$ cat config.mk
export PLATFORM = sky130hd
export DESIGN_NAME = buddy_alloc
export DESIGN_NICKNAME = d
export VERILOG_FILES = /design/src/rtl/buddy_pkg.sv /design/src/rtl/buddy_pick.sv /design/src/rtl/buddy_overlap.sv /design/src/rtl/buddy_alloc.sv
export SDC_FILE = /design/constraint.sdc
export NUM_CORES = 2
export LEC_CHECK = 0
export ABC_AREA = 1
export ABC_CLOCK_PERIOD_IN_PS = 8700
export BUFFER_PORTS_ARGS = -buffer_cell sky130_fd_sc_hd__buf_4
export CAP_MARGIN = 40
export CELL_PAD_IN_SITES_DETAIL_PLACEMENT = 1
export CELL_PAD_IN_SITES_GLOBAL_PLACEMENT = 1
export CORE_MARGIN = 2
export CORE_UTILIZATION = 46
export CTS_CLUSTER_SIZE = 40
export DETAILED_ROUTE_END_ITERATION = 10
export MAX_ROUTING_LAYER = met4
export PLACE_DENSITY_LB_ADDON = 0.1
export SKIP_CTS_REPAIR_TIMING = 1
export SLEW_MARGIN = 20
export SYNTH_ARGS = -nofsm -noshare
export SYNTH_HDL_FRONTEND = slang
export SYNTH_SLANG_ARGS = --single-unit
$ cat constraint.sdc
create_clock -name clk -period 8.7 [get_ports clk]
set_clock_uncertainty 0.2 [all_clocks]
set_input_delay 0.87 -clock clk [delete_from_list [all_inputs] [get_ports clk]]
set_output_delay 0.87 -clock clk [all_outputs]
set_load 0.05 [all_outputs]
$ cat src/rtl/buddy_pkg.sv
package buddy_pkg;

    typedef enum logic [2:0] {
        ST_IDLE,
        ST_SEARCH,
        ST_SPLIT,
        ST_MERGE,
        ST_DONE
    } buddy_state_e;

    typedef enum logic {
        OP_ALLOC = 1'b0,
        OP_FREE  = 1'b1
    } buddy_op_e;

    // Two unit ranges [a_base, a_base+a_len) and [b_base, b_base+b_len) intersect
    function automatic logic spans_meet(input int a_base, input int a_len,
                                        input int b_base, input int b_len);
        return (a_base < b_base + b_len) && (b_base < a_base + a_len);
    endfunction

endpackage

$ cat src/rtl/buddy_pick.sv
// Lowest set bit of a vector
module buddy_pick #(
    parameter int N  = 64,
    parameter int PW = 6
) (
    input  logic [N-1:0]  vec,
    output logic          found,
    output logic [PW-1:0] pos
);
    always_comb begin
        found = |vec;
        pos   = '0;
        for (int i = N - 1; i >= 0; i--) begin
            if (vec[i]) pos = PW'(i);
        end
    end
endmodule

$ cat src/rtl/buddy_overlap.sv
// Flags whether a candidate block intersects any block marked free at any order
module buddy_overlap #(
    parameter int K  = 6,
    parameter int OW = 3
) (
    input  logic [K:0][(1<<K)-1:0] fmap,
    input  logic [K-1:0]           idx,
    input  logic [OW-1:0]          ord,
    output logic                   hit
);
    import buddy_pkg::*;

    logic [K:0] hit_per_order;

    for (genvar j = 0; j <= K; j++) begin : g_ord
        localparam int SLOTS = 1 << (K - j);
        always_comb begin
            hit_per_order[j] = 1'b0;
            for (int p = 0; p < SLOTS; p++) begin
                if (fmap[j][p] &&
                    spans_meet(p << j, 1 << j, int'(idx), 1 << int'(ord)))
                    hit_per_order[j] = 1'b1;
            end
        end
    end

    assign hit = |hit_per_order;
endmodule

$ cat src/rtl/buddy_alloc.sv
module buddy_alloc #(
    parameter int K  = 6,
    parameter int OW = $clog2(K + 2)
) (
    input  logic          clk,
    input  logic          rst,
    input  logic          req_valid,
    input  logic          req_op,
    input  logic [OW-1:0] req_order,
    input  logic [K-1:0]  req_index,
    output logic          ready,
    output logic          done,
    output logic          rsp_ok,
    output logic [K-1:0]  rsp_index,
    output logic [OW-1:0] rsp_order
);
    import buddy_pkg::*;

    localparam int NUNITS = 1 << K;
    localparam logic [OW-1:0] TOP_ORD = OW'(K);

    buddy_state_e                state;
    logic [K:0][NUNITS-1:0]      fmap;
    logic [OW-1:0]               cur_ord;
    logic [OW-1:0]               tgt_ord;
    logic [K-1:0]                blk;

    // combinational views of the current step
    logic [NUNITS-1:0] cur_vec;
    logic              pick_found;
    logic [K-1:0]      pick_pos;
    logic [K-1:0]      blk_pos;
    logic [K-1:0]      buddy_pos;
    logic              buddy_free;
    logic [OW-1:0]     split_ord;
    logic [K-1:0]      split_pos;
    logic              req_ord_ok;
    logic [K-1:0]      align_mask;
    logic              req_aligned;
    logic              ovl_hit;

    always_comb begin
        cur_vec     = (cur_ord <= TOP_ORD) ? fmap[cur_ord] : '0;
        blk_pos     = blk >> cur_ord;
        buddy_pos   = blk_pos ^ K'(1);
        buddy_free  = (cur_ord < TOP_ORD) && cur_vec[buddy_pos];
        split_ord   = cur_ord - OW'(1);
        split_pos   = (blk >> split_ord) | K'(1);
        req_ord_ok  = req_order <= TOP_ORD;
        align_mask  = ~({K{1'b1}} << req_order);
        req_aligned = (req_index & align_mask) == '0;
    end

    buddy_pick #(.N(NUNITS), .PW(K)) u_pick (
        .vec   (cur_vec),
        .found (pick_found),
        .pos   (pick_pos)
    );

    buddy_overlap #(.K(K), .OW(OW)) u_ovl (
        .fmap (fmap),
        .idx  (req_index),
        .ord  (req_order),
        .hit  (ovl_hit)
    );

    always_ff @(posedge clk) begin
        if (rst) begin
            state      <= ST_IDLE;
            fmap       <= '0;
            fmap[K][0] <= 1'b1;
            cur_ord    <= '0;
            tgt_ord    <= '0;
            blk        <= '0;
            rsp_ok     <= 1'b0;
            rsp_index  <= '0;
            rsp_order  <= '0;
        end else begin
            unique case (state)
                ST_IDLE: begin
                    if (req_valid) begin
                        tgt_ord <= req_order;
                        cur_ord <= req_order;
                        blk     <= req_index;
                        if (!req_ord_ok ||
                            (buddy_op_e'(req_op) == OP_FREE && (!req_aligned || ovl_hit))) begin
                            rsp_ok    <= 1'b0;
                            rsp_index <= req_index;
                            rsp_order <= req_order;
                            state     <= ST_DONE;
                        end else if (buddy_op_e'(req_op) == OP_ALLOC) begin
                            state <= ST_SEARCH;
                        end else begin
                            state <= ST_MERGE;
                        end
                    end
                end
                ST_SEARCH: begin
                    if (pick_found) begin
                        fmap[cur_ord][pick_pos] <= 1'b0;
                        blk <= pick_pos << cur_ord;
                        if (cur_ord == tgt_ord) begin
                            rsp_ok    <= 1'b1;
                            rsp_index <= pick_pos << cur_ord;
                            rsp_order <= cur_ord;
                            state     <= ST_DONE;
                        end else begin
                            state <= ST_SPLIT;
                        end
                    end else if (cur_ord == TOP_ORD) begin
                        rsp_ok    <= 1'b0;
                        rsp_index <= '0;
                        rsp_order <= tgt_ord;
                        state     <= ST_DONE;
                    end else begin
                        cur_ord <= cur_ord + OW'(1);
                    end
                end
                ST_SPLIT: begin
                    fmap[split_ord][split_pos] <= 1'b1;
                    cur_ord <= split_ord;
                    if (split_ord == tgt_ord) begin
                        rsp_ok    <= 1'b1;
                        rsp_index <= blk;
                        rsp_order <= split_ord;
                        state     <= ST_DONE;
                    end
                end
                ST_MERGE: begin
                    if (buddy_free) begin
                        fmap[cur_ord][buddy_pos] <= 1'b0;
                        blk     <= blk & ~(K'(1) << cur_ord);
                        cur_ord <= cur_ord + OW'(1);
                    end else begin
                        fmap[cur_ord][blk_pos] <= 1'b1;
                        rsp_ok    <= 1'b1;
                        rsp_index <= blk;
                        rsp_order <= cur_ord;
                        state     <= ST_DONE;
                    end
                end
                ST_DONE: state <= ST_IDLE;
                default: state <= ST_IDLE;
            endcase
        end
    end

    assign ready = (state == ST_IDLE);
    assign done  = (state == ST_DONE);

endmodule

==> flow_summary.yaml <==
synthesis:
  yosysSeqAreaShare_pct: 26.1
  yosysUniqueCellTypes: 59
  synth-warning-count: 0
  synthFlopType: "dfxtp_1"
  synth_edf_count: 0
  avgSynthCellArea_um2: 5.90
  syn_area_um2: 36300
  synthTopCellsByArea: "dfxtp_1 26%, o21ai_0 14%, a21oi_1 14%"
  synthArstFlopShare_pct: 0
  ys_ff_latch: 473
  synthCells: 6164
  synth_top_area_cell: "dfxtp_1"
  synth.top_cell.area_share_pct: 26.1
  synth_nets: 6191
critical_path:
  cp_max_fo: 37
  endpoint_kind: "register"
  crit_path_max_incr_delay_ns: 0.90
  crit_type: "reg2reg"
  required_ns: 9.06
  cp_data_arrival_time_ns: 8.15
  cp_common_cell: "nand2_1"
  start_kind: "register"
  slowest_stage: "dfxtp_1"
drt:
  drc_errors: 0
  ant_nets: 0
  vias: 47852
  drt-wirelength-per-cell_um: 29.2
  vias_per_cell: 6.78
  routed_wl_um: 206000
  first_pass_iters: 6
  dr.first_iter.drc_count: 6900
clock_tree:
  clockBufferDepth: 3
  clock-sinks: 473
  cts_root_buf: "clkbuf_16"
  numCtsBuffers: 59
  clkTransAtPathRegs_ns: 0.06
  worstSkewPairLatency_ns: 0.69
  cts.htree.levels: 2
  cts_tree: "yes"
finish:
  fillers: 10915
  final_cell_mix: "1127 x nand2_1, 1016 x o21ai_0, 994 x a21oi_1"
  layout.cells.non_filler: 7053
  nets: 5974
  syn_to_final_growth_pct: 8.64
  final_layout_size_suffix_gt1_share_pct: 7.03
  final_common_cell: "nand2_1"
global_routing:
  grt_pass1_wl_um: 301000
  antenna_found_initial: 11
  first_global_vias: 45773
  grtUsageTotal_pct: 49.9
  gr-total-overflow: 0
  grt_start_max_net_pins: 261
sta:
  fmax_mhz: 128
  slew_violations: 0
  setup-tns-final_ns: 0
  maxSlewHeadroom_pct: 30.5
  fin_crit_ns: 7.79
  post-route-period-util_pct: 89.5
  finalSetupViolations: 0
  hold_viol: 0
  tightest_slew_ns: 1.04
  grt_setup_unrepaired: "false"
floorplanning:
  num_io_pins: 25
  fp.dieW_um: 285
  die_h_um: 285
  core_um2: 78600
  die_area_um2: 81300
  initial_core_util_pct: 46.2
  fp-row-count: 103
placement:
  io_buffer_count: 24
  place_inst: 6931
  gp_congestion: 1.07
  dpl.hpwl_um: 143000
status:
  status: "completed"
power_and_ir_drop:
  peakVddDrop_uv: 476
  p_leak_nw: 14.4
  power_density_nw_per_um2: 531
worst_hold_path:
  hp-class: "in2reg"
flow_run:
  maxCapViolCount: 0
[critical path, delay by kind of cell, from the launching register on]
family,cells,cell delay [ns]
simple gates,63,5.13
flops,1,0.90
buf+inv,3,0.83
compound gates,4,0.54
[cells by family (layout without fill, tap and decap cells)]
kind of cell | Yosys count | in the layout | share of synthesized area (%)
other cells | 0 | 13 | 0
fa+ha+maj | 14 | 14 | 0.503
xor+xnor | 6 | 6 | 0.145
buf+inv | 1092 | 918 | 11.8
compound gates | 2490 | 2490 | 36.8
flops | 473 | 473 | 26.1
simple gates | 2089 | 2089 | 24.7
[flip-flops by register name, indices dropped and copies added (netlist names)]
signal	flops
fmap	448
rsp_index	6
blk	6
cur_ord	3
rsp_ok	1
rsp_order	3
tgt_ord	3
state	3
[cell usage after synthesis (6+ instances only)]
| library cell | count |
|---|---|
| nand3_2 | 41 |
| nor3_1 | 45 |
| a21oi_1 | 994 |
| or2_2 | 11 |
| o31ai_1 | 10 |
| nand4_2 | 10 |
| nand3_1 | 147 |
| inv_1 | 614 |
| a221oi_1 | 35 |
| o21bai_1 | 7 |
| o41ai_1 | 15 |
| a2111oi_0 | 10 |
| o22ai_1 | 130 |
| clkbuf_1 | 355 |
| o21ai_0 | 1016 |
| o21ai_1 | 74 |
| ha_1 | 13 |
| nand4_1 | 23 |
| buf_1 | 55 |
| o32ai_1 | 10 |
| o211ai_1 | 20 |
| buf_2 | 38 |
| nand2_1 | 1132 |
| nor2_4 | 34 |
| inv_2 | 9 |
| nand2_8 | 6 |
| dfxtp_1 | 473 |
| o221ai_1 | 29 |
| nor4_1 | 10 |
| a211oi_1 | 8 |
| o2111ai_1 | 20 |
| nor2_1 | 613 |
| a31oi_1 | 91 |
[metal layers]
layer	part of all wire, %	up-vias	global-route usage (%)
met3	13	793	13.9
met1	39	23158	63.9
li1	-	20519	-
met2	42	3382	71.0
met4	6.3	0	26.4
met5	0	-	-
[where the power goes]
group | total, mW | internal, mW | switching, mW
sequential | 3.89 | 3.01 | 0.886
combinational | 14.5 | 3.57 | 10.9
clock | 2.58 | 1.44 | 1.14
[worst paths after layout]
kind                     start      endpoint  slack (ns)  depth (start not counted)
setup / recovery    cur_ord[1]     fmap[169]        0.91                         70
setup reg to reg    cur_ord[1]     fmap[169]        0.91                         70
hold reg to reg   rsp_order[2]  rsp_order[2]        0.29                          2
hold / removal             rst      state[1]        0.28                          2
[per-stage QoR]
| stage | util (%) | setup WS (ns) | cell area [um2] | hold WS (ns) | power (mW) |
|---|---|---|---|---|---|
| 3_5_place_dp | 47.6 | 1.15 | 37400 | 0.278 | 17.5 |
| 6_report | 50.2 | 0.911 | 39500 | 0.280 | 21.0 |
| 5_1_grt | 50.2 | 0.342 | 39500 | 0.292 | 21.9 |
| 4_1_cts | 50.1 | 1.18 | 39400 | 0.275 | 20.2 |
| 2_1_floorplan | - | 2.49 | 36300 | 0.250 | 12.8 |
| 3_3_place_gp | 47.2 | 1.17 | 37100 | 0.250 | 17.0 |
[area by class of cell]
| type | count | area, um2 | area share (%) |
|---|---|---|---|
| clock buffers | 88 | 1750 | 4.42 |
| clock inverters | 16 | 196 | 0.497 |
| multi-input cells | 4599 | 22700 | 57.4 |
| flip-flops and latches | 473 | 9470 | 24.0 |
| repair buffers | 183 | 1650 | 4.18 |
| diodes | 13 | 32.5 | 0.0824 |
| well taps | 1050 | 1310 | 3.33 |
| inverters | 631 | 2400 | 6.07 |
No activity file was read; power rests on OpenSTA's default activity.
